**src/rtl/pinbank_pkg.sv**
```systemverilog
// Shared definitions for the pin bank: register group codes.
package pinbank_pkg;
    // Group selected by the two upper address bits.
    typedef enum logic [1:0] {
        GRP_IN_VAL  = 2'd0,
        GRP_IN_EN   = 2'd1,
        GRP_OUT_EN  = 2'd2,
        GRP_OUT_VAL = 2'd3
    } grp_e;
endpackage

```
**src/rtl/pinbank_sync.sv**
```systemverilog
// Two-flop synchronizer for the asynchronous pin inputs.
// Assumes each bit is independent (no bus coherency needed).
module pinbank_sync #(
    parameter int WIDTH = 32
) (
    input  logic             clk,
    input  logic             rst_n,
    input  logic [WIDTH-1:0] async_in,
    output logic [WIDTH-1:0] sync_out
);
    logic [WIDTH-1:0] stage1_q;
    logic [WIDTH-1:0] stage2_q;

    // Capture then re-time the pin levels.
    always_ff @(posedge clk) begin
        if (!rst_n) begin
            stage1_q <= '0;
            stage2_q <= '0;
        end else begin
            stage1_q <= async_in;
            stage2_q <= stage1_q;
        end
    end

    assign sync_out = stage2_q;
endmodule

```
**src/rtl/pinbank_regs.sv**
```systemverilog
// Per-lane storage for input enable, output enable and output value.
// Assumes wr_lane is already the physical lane (reverse decode done above).
module pinbank_regs
    import pinbank_pkg::*;
#(
    parameter int NUM_PINS = 32,
    parameter int LANE_W   = 8,
    localparam int NUM_LANES = NUM_PINS / LANE_W,
    localparam int LSW       = (NUM_LANES > 1) ? $clog2(NUM_LANES) : 1
) (
    input  logic                clk,
    input  logic                rst_n,
    input  logic                wr_en,
    input  grp_e                wr_grp,
    input  logic [LSW-1:0]      wr_lane,
    input  logic [LANE_W-1:0]   wr_data,
    output logic [NUM_PINS-1:0] in_en,
    output logic [NUM_PINS-1:0] out_en,
    output logic [NUM_PINS-1:0] out_val
);
    for (genvar l = 0; l < NUM_LANES; l++) begin : g_lane
        logic [LANE_W-1:0] ie_q;
        logic [LANE_W-1:0] oe_q;
        logic [LANE_W-1:0] ov_q;
        logic              hit;

        assign hit = wr_en && (wr_lane == LSW'(l));

        // Load the byte of the addressed group; the input-state group is not stored.
        always_ff @(posedge clk) begin
            if (!rst_n) begin
                ie_q <= '0;
                oe_q <= '0;
                ov_q <= '0;
            end else if (hit) begin
                case (wr_grp)
                    GRP_IN_EN:   ie_q <= wr_data;
                    GRP_OUT_EN:  oe_q <= wr_data;
                    GRP_OUT_VAL: ov_q <= wr_data;
                    default:     ;
                endcase
            end
        end

        assign in_en  [l*LANE_W +: LANE_W] = ie_q;
        assign out_en [l*LANE_W +: LANE_W] = oe_q;
        assign out_val[l*LANE_W +: LANE_W] = ov_q;
    end

    // enables are clear in the first cycle after reset.
    p_reset_clear_r1: assert property (@(posedge clk) disable iff (!rst_n)
        !$past(rst_n) |-> (in_en == '0 && out_en == '0 && out_val == '0))
        else $error("p_reset_clear_r1");
endmodule

```
**src/rtl/pinbank_readmux.sv**
```systemverilog
// Registered read path: picks a byte of one group and holds it until the next strobe.
// Input-state bytes are masked by the input enables here.
module pinbank_readmux
    import pinbank_pkg::*;
#(
    parameter int NUM_PINS = 32,
    parameter int LANE_W   = 8,
    localparam int NUM_LANES = NUM_PINS / LANE_W,
    localparam int LSW       = (NUM_LANES > 1) ? $clog2(NUM_LANES) : 1
) (
    input  logic                clk,
    input  logic                rst_n,
    input  logic                rd_en,
    input  grp_e                rd_grp,
    input  logic [LSW-1:0]      rd_lane,
    input  logic [NUM_PINS-1:0] in_sync,
    input  logic [NUM_PINS-1:0] in_en,
    input  logic [NUM_PINS-1:0] out_en,
    input  logic [NUM_PINS-1:0] out_val,
    output logic [LANE_W-1:0]   rdata
);
    logic [LANE_W-1:0] sel_byte;
    logic [LANE_W-1:0] rdata_q;

    // Select the addressed byte of the addressed group.
    always_comb begin
        case (rd_grp)
            GRP_IN_VAL:  sel_byte = in_sync[rd_lane*LANE_W +: LANE_W]
                                  & in_en[rd_lane*LANE_W +: LANE_W];
            GRP_IN_EN:   sel_byte = in_en  [rd_lane*LANE_W +: LANE_W];
            GRP_OUT_EN:  sel_byte = out_en [rd_lane*LANE_W +: LANE_W];
            default:     sel_byte = out_val[rd_lane*LANE_W +: LANE_W];
        endcase
    end

    // Latch the selected byte on a read strobe.
    always_ff @(posedge clk) begin
        if (!rst_n)     rdata_q <= '0;
        else if (rd_en) rdata_q <= sel_byte;
    end

    assign rdata = rdata_q;

    // read data holds without a strobe.
    p_rdata_hold_r3: assert property (@(posedge clk) disable iff (!rst_n)
        !rd_en |=> $stable(rdata))
        else $error("p_rdata_hold_r3");

    // input-state read of a lane with no input enables returns zero.
    p_in_masked_r8: assert property (@(posedge clk) disable iff (!rst_n)
        (rd_en && rd_grp == GRP_IN_VAL && in_en[rd_lane*LANE_W +: LANE_W] == '0)
        |=> rdata == '0)
        else $error("p_in_masked_r8");
endmodule

```
**src/rtl/pinbank_top.sv**
```systemverilog
// Dual-enable GPIO pin bank: byte register port, pin drivers and GPIO indication.
// Assumes NUM_PINS is a multiple of LANE_W; lanes are addressed in reverse.
module pinbank_top
    import pinbank_pkg::*;
#(
    parameter int NUM_PINS = 32,
    parameter int LANE_W   = 8,
    localparam int NUM_LANES = NUM_PINS / LANE_W,
    localparam int LSW       = (NUM_LANES > 1) ? $clog2(NUM_LANES) : 1,
    localparam int ADDR_W    = LSW + 2
) (
    input  logic                clk,
    input  logic                rst_n,
    input  logic [ADDR_W-1:0]   reg_addr,
    input  logic                reg_wr_en,
    input  logic [LANE_W-1:0]   reg_wdata,
    input  logic                reg_rd_en,
    output logic [LANE_W-1:0]   reg_rdata,
    input  logic [NUM_PINS-1:0] pin_in,
    output logic [NUM_PINS-1:0] pin_out,
    output logic [NUM_PINS-1:0] pin_oe,
    output logic [NUM_PINS-1:0] pin_is_gpio
);
    localparam logic [LSW-1:0] LAST_LANE = LSW'(NUM_LANES - 1);

    grp_e                grp;
    logic [LSW-1:0]      lane_idx;
    logic [NUM_PINS-1:0] in_sync;
    logic [NUM_PINS-1:0] in_en;
    logic [NUM_PINS-1:0] out_en;
    logic [NUM_PINS-1:0] out_val;

    // Decode group and reversed lane from the address.
    assign grp      = grp_e'(reg_addr[ADDR_W-1 -: 2]);
    assign lane_idx = LAST_LANE - reg_addr[LSW-1:0];

    pinbank_sync #(.WIDTH(NUM_PINS)) u_sync (
        .clk      (clk),
        .rst_n    (rst_n),
        .async_in (pin_in),
        .sync_out (in_sync)
    );

    pinbank_regs #(.NUM_PINS(NUM_PINS), .LANE_W(LANE_W)) u_regs (
        .clk     (clk),
        .rst_n   (rst_n),
        .wr_en   (reg_wr_en),
        .wr_grp  (grp),
        .wr_lane (lane_idx),
        .wr_data (reg_wdata),
        .in_en   (in_en),
        .out_en  (out_en),
        .out_val (out_val)
    );

    pinbank_readmux #(.NUM_PINS(NUM_PINS), .LANE_W(LANE_W)) u_rd (
        .clk     (clk),
        .rst_n   (rst_n),
        .rd_en   (reg_rd_en),
        .rd_grp  (grp),
        .rd_lane (lane_idx),
        .in_sync (in_sync),
        .in_en   (in_en),
        .out_en  (out_en),
        .out_val (out_val),
        .rdata   (reg_rdata)
    );

    // Pin roles: output enable wins, either enable marks a GPIO.
    assign pin_oe      = out_en;
    assign pin_out     = out_val & out_en;
    assign pin_is_gpio = out_en | in_en;

    // an output-enable write lands in the decoded lane.
    p_wr_lands_r3: assert property (@(posedge clk) disable iff (!rst_n)
        (reg_wr_en && grp == GRP_OUT_EN)
        |=> pin_oe[$past(lane_idx)*LANE_W +: LANE_W] == $past(reg_wdata))
        else $error("p_wr_lands_r3");

    // writes to the input-state group leave every pin output alone.
    p_in_grp_ro_r4: assert property (@(posedge clk) disable iff (!rst_n)
        (reg_wr_en && grp == GRP_IN_VAL)
        |=> ($stable(pin_oe) && $stable(pin_out) && $stable(pin_is_gpio)))
        else $error("p_in_grp_ro_r4");

    // no pin carries a high output level while its driver is off.
    p_out_gated_r6: assert property (@(posedge clk) disable iff (!rst_n)
        (pin_out & ~pin_oe) == '0)
        else $error("p_out_gated_r6");

    // every driven pin is reported as a GPIO.
    p_oe_is_gpio_r7: assert property (@(posedge clk) disable iff (!rst_n)
        (pin_oe & ~pin_is_gpio) == '0)
        else $error("p_oe_is_gpio_r7");
endmodule

```
**config.mk**
```make
export PLATFORM = sky130hd
export DESIGN_NAME = pinbank_top
export DESIGN_NICKNAME = d
export VERILOG_FILES = /design/src/rtl/pinbank_pkg.sv /design/src/rtl/pinbank_sync.sv /design/src/rtl/pinbank_regs.sv /design/src/rtl/pinbank_readmux.sv /design/src/rtl/pinbank_top.sv
export SDC_FILE = /design/constraint.sdc
export NUM_CORES = 1
export LEC_CHECK = 0
export BUFFER_PORTS_ARGS = -buffer_cell sky130_fd_sc_hd__clkbuf_2
export CAP_MARGIN = 10
export CELL_PAD_IN_SITES_DETAIL_PLACEMENT = 0
export CELL_PAD_IN_SITES_GLOBAL_PLACEMENT = 1
export CORE_AREA = 2 2 132 134
export CTS_BUF_LIST = sky130_fd_sc_hd__clkbuf_4 sky130_fd_sc_hd__clkbuf_8 sky130_fd_sc_hd__clkbuf_16
export DETAILED_ROUTE_END_ITERATION = 10
export DIE_AREA = 0 0 134 136
export HOLD_SLACK_MARGIN = 0.1
export MAX_ROUTING_LAYER = met4
export PLACE_DENSITY = 0.92
export SYNTH_ARGS = -nofsm -noshare
export SYNTH_HDL_FRONTEND = slang
export SYNTH_SLANG_ARGS = --single-unit
```
**constraint.sdc**
```tcl
create_clock -name clk -period 4.4 [get_ports clk]
set_input_delay 0.44 -clock clk [delete_from_list [all_inputs] [get_ports clk]]
set_output_delay 0.44 -clock clk [all_outputs]
set_load 0.02 [all_outputs]
```
# Word-level counts from Yosys, hierarchy flattened
# Index checks and enable logic that the tools add are counted.
dict set report totals {
  register_bits 168
  latchBits 0
  mem_bits_rw 0
  mem_bits_ro 0
  out_inout_bits 104
  word_cells 48
  mem_count 0
}
dict set report op_classes {
  addsub 1
  mul 0
  n_div 0
  order_cmp 0
  eq_ne 6
  shifts 4
  n_mux 1
  bitwise_logic 3
  reduce_logical 18
}
# op count
set ops {}
lappend ops {{variable part select 32 x 6 -> 8 bit} 4}
lappend ops {{AND 32 bit} 1}
lappend ops {{OR 32 bit} 1}
lappend ops {{case mux 8 bit (3 select lines)} 1}
lappend ops {{AND reduction 2 bit} 12}
lappend ops {{AND 8 bit} 1}
lappend ops {{== test 2 bit (second input constant)} 4}
lappend ops {{== test 2 x 1 -> 1 bit (second input constant)} 2}
lappend ops {{logical AND 1 bit} 4}
lappend ops {{zero test 2 bit} 2}
lappend ops {{subtractor 2 bit (first input constant)} 1}

# Depth between registers and ports, before layout
dict set report logic_depth {
  word_depth 4
  mapped_depth 7
}

# Modules after synthesis
# From an unflattened synthesis, not the netlist that was laid out.
dict set report hier_totals {
  hier_cells 699
  hier_area_um2 7120.6
}
# mod n_inst cells_each area_each_um2
set modules_own_cells {}
lappend modules_own_cells {pinbank_regs 1 336 3470.8}
lappend modules_own_cells {pinbank_sync 1 134 1791.7}
lappend modules_own_cells {pinbank_readmux 1 163 1447.6}
lappend modules_own_cells {pinbank_top 1 66 410.4}

# Least setup slack after synthesis
# Ideal clock, no wire load.
dict set report synth_path {
  kind {in2reg}
  from {in reg_addr[3]}
  to {reg u_rd.rdata_q[4] (netlist: u_rd.rdata[4])}
  setup_ns 0.121
  arrival_time_ns 1.647
  t_required_ns 4.279
  slack_ns 2.632
  cell_stages 6
  path_buffers 2
  path_cell_list {buf_2 > clkbuf_1 > mux4_1 > mux2_2 > o2111ai_1 > nand2_1}
}
dict set report synth_via {
  elab_chain_cells 2
  word_cells_on_any_way 4
  classes_between {eq/ne: 2; mux: 1; reduce/logical: 1}
}
# element line
set synth_rtl {}
lappend synth_rtl {{start, declared} pinbank_top.sv:14} ;# input logic [ADDR_W-1:0] reg_addr,
lappend synth_rtl {{== test 2 bit, or another cell as far along} pinbank_readmux.sv:27} ;# case (rd_grp)
lappend synth_rtl {{case mux 8 bit (3 select lines) *} pinbank_readmux.sv:27}
lappend synth_rtl {{end signal, assigned} pinbank_readmux.sv:39} ;# else if (rd_en) rdata_q <= sel_byte;
lappend synth_rtl {{end, declared} pinbank_readmux.sv:23} ;# logic [LANE_W-1:0] rdata_q;
# Mark *: on every way between the ends. The rest lies on a longest branch, timed or not.
# A chain may end at the register's enable or synchronous reset.

# Final worst setup path
dict set report layout_path {
  from {in reg_addr[3]}
  to {reg u_regs.g_lane[0].ov_q[3]}
}
dict set report layout_via {
  elab_chain_cells 2
}
# element line
set layout_rtl {}
lappend layout_rtl {{== test 2 bit} pinbank_regs.sv:36} ;# case (wr_grp)
lappend layout_rtl {{AND reduction 2 bit (no line)} -}
lappend layout_rtl {{end signal, assigned} pinbank_regs.sv:39} ;# GRP_OUT_VAL: ov_q <= wr_data;
lappend layout_rtl {{end, declared} pinbank_regs.sv:24} ;# logic [LANE_W-1:0] ov_q;
# Every way passes these cells.

==> summary.txt <==
outcome - finished, final reports clean
final slew viol count - 0
via count - 6,093
total of max-cap violations - 0
Post-synth ARST share - 0%
hold violation count in the final report - 0
critical path arrival - 2.69 ns
Synth Warn # - 0
clk slew on worst S/H paths - 0.07 ns
mux share of post-synthesis cell area - 10.1%
I/O Pins - 152
Worst Path Class, Setup - in -> reg
die width - 134 um
worst slack, placed - 1.65 ns
utilization after layout - 51.4%
Post-Synth XOR/XNOR Area - 0%
gp weighted congestion - 0.882
min Tclk post-route - 2.33 ns
number of diodes - 0
Leakage - 3.63 nW
layout cell share with drive strength beyond 1 - 26.4%
Mapped Avg Cell Area - 9.37 sq um
worst setup margin - 2.07 ns
Layout Nets - 943
Hold EP - u_sync.stage1_q[19]
Die Y - 136 um
final instance area - 0.00868 sq mm
# rows - 48
Longest Clk Path Bufs - 2
hold buffers post-CTS - 0
CTS H-tree depth - 4
post-DP HPWL - 15.3 mm
DRT Wirelength - 21.5 mm
Adder-Cell Fraction of Synth Area - 0%
first-pass GRT wire length - 33.0 mm
latest clock arrival within the worst-skew pair - 0.43 ns
synth unique cells - 42
Reg2Reg Launch Point - u_regs.g_lane[3].oe_q[4]
Yosys reg bits - 168
global route overflow - 0
WL/cell - 19.0 um
Tot GR Track Use - 24.4%
post_cts resized - 0
CTS Buf Count - 17
IO Port Bufs - 151
worst path cell trace - clkbuf_2 -> nand3_1 -> buf_4 -> nor2_1 -> nand2_1 -> a21boi_0
Post-synth EDFFs - 0
max frequency - 429 MHz
core area - 0.0169 sq mm
Worst Path Max Fanout - 26
simple-gate portion of the synthesized area - 20.0%
Hold Path Origin - pin_in[19]
mapped cell area - 0.00726 sq mm
ys flop type - dfxtp_1
Register-to-Register Path Depth - 4
flop-to-flop setup slack - 2.87 ns
post-synthesis sequential area ratio - 46.3%
antenna viol nets, final - 0
crit start category - input port
Final period util - 53.0%
initial drt markers - 539
maximum VDD drop - 277 uV
Max stage delay cell, worst path - nor2_1
TritonCTS clock tree - yes
largest net degree at the start of global routing - 91
clk root buf - clkbuf_16
Power Dens Cells - 386 mW/mm^2
vias per cell - 5.38
Setup crit end kind - flop
dpl cell area - 0.00807 sq mm
Hold Path Class - in -> reg
# clock sinks - 168
CP Data Required Time - 4.76 ns
Syn Inst Count - 775
Slew headroom - 47.4%
crit-path max cell delay - 0.57 ns
main combinational cell family by area after synthesis - simple AND/OR/NAND/NOR gates
Post-CTS Setup Bufs - 0
final setup TNS - 0 ns
Reg-to-Reg End - u_rd.rdata[4]
Syn Nets - 823
area grow syn2layout - 19.4%
slew at the pin closest to its max-slew limit - 0.789 ns
Finish-stage setup viols - 0
Hold Path Depth - 2
Synth Area in Compound Gates - 19.5%
# DRC - 0
RSZ-0062 raised after global routing - false
Initial Utilization - 43.0%
vias in the first global route - 5,810
die area - 0.0182 sq mm
clk_skew - 0.00687 ns
initial antenna violation count - 0
First-pass DRT Iterations - 5
synth_stat cells, types with 3 or more instances:
cell type / count / area share (%)
buf_1: 3 / 0.16
buf_2: 5 / 0.34
nor2_1: 11 / 0.57
dfxtp_1: 168 / 46
a211oi_1: 9 / 0.93
clkbuf_1: 43 / 2.2
mux4_2: 5 / 1.6
a21boi_0: 88 / 9.1
a21boi_1: 4 / 0.41
and2_1: 96 / 8.3
or2_2: 35 / 3.0
buf_6: 4 / 0.62
nand2_1: 110 / 5.7
mux4_1: 10 / 3.6
o21ai_0: 93 / 6.4
mux2i_1: 29 / 4.0
a22oi_1: 4 / 0.41
nor2b_1: 16 / 1.4
nand2b_1: 3 / 0.26
nand3b_1: 4 / 0.41
mux2_2: 6 / 0.93
o41ai_1: 4 / 0.48
placed cells by master (no fill, tap or decap), types with 3 or more instances in the layout:
cell       netlist  layout
a21boi_1         4       4
and2_1          96      96
or2_2           35      35
inv_6            0       3
nand2b_1         3       3
o21ai_0         93      93
a211oi_1         9       9
clkbuf_2         0     150
nor2_1          11      11
nand3b_1         4       4
nand2_1        110     110
dfxtp_1        168     168
mux4_2           5       5
mux4_1          10      10
o41ai_1          4       4
buf_4            2      10
mux2i_1         29      29
clkbuf_16        0      17
mux2_2           6       6
a22oi_1          4       4
inv_8            0       5
a21boi_0        88      88
nor2b_1         16      16
layout make-up:
cell class	instances	area (sq um)
clock buffers	17	425
clock inverters	15	178
fillers	1555	8200
inverters	1	3.75
multi-input cells	547	3600
flip-flops and latches	168	3360
well taps	225	282
repair buffers	160	826
per-stage QoR:
step | instances | total power, mW | hold slack (ns)
after floorplan | 775 | 1.78 | 0.412
after global placement | 1101 | 1.86 | 0.415
after detailed placement | 1101 | 1.86 | 0.418
after CTS | 1133 | 3.35 | 0.199
after global routing | 1133 | 3.44 | 0.206
final | 1133 | 3.35 | 0.210
routing by layer:
metal / vias up / share of wire (%) / GRT usage [%]
met2: 271 / 47 / 39.0
met4: 0 / 2.2 / 8.10
met3: 42 / 7.6 / 4.92
met1: 2877 / 44 / 31.2
met5: - / 0 / -
li1: 2903 / - / -
registers in the layout (all words and copies together) (netlist names):
| register | count |
|---|---|
| u_rd.rdata | 8 |
| u_sync.sync_out | 32 |
| u_regs.g_lane.ie_q | 32 |
| u_regs.g_lane.oe_q | 32 |
| u_regs.g_lane.ov_q | 32 |
| u_sync.stage1_q | 32 |
how the worst max path moves through the flow:
stage,startpoint,to,slack [ns],depth (start not counted)
after floorplan,reg_addr[3],u_rd.rdata[4],2.63,6
after global placement,reg_addr[3],u_regs.g_lane[0].ov_q[3],1.73,6
after detailed placement,reg_addr[1],u_regs.g_lane[3].oe_q[6],1.65,6
after CTS,reg_addr[1],u_regs.g_lane[3].oe_q[6],2.08,6
after global routing,reg_addr[3],u_regs.g_lane[0].ov_q[0],1.92,6
final,reg_addr[3],u_regs.g_lane[0].ov_q[3],2.07,6
report_power, final:
group	total (mW)	leakage, nW	switching (mW)	internal (mW)
registers	1.59	1.37	0.0234	1.56
logic	0.247	1.97	0.151	0.0962
clock network	1.51	0.290	0.700	0.815
total	3.35	3.63	0.874	2.47
cells by family after synthesis:
family                 Yosys count
AO/OA/AOI/OAI                  217
flip-flops                     168
buffers and inverters           60
multiplexers                    50
AND/OR/NAND/NOR                280
critical path, delay by kind of cell:
kind,cells,cell delay [ns]
simple gates,3,1.20
buf+inv,2,0.84
compound gates,1,0.18
Power figures use the tool's default switching activity.
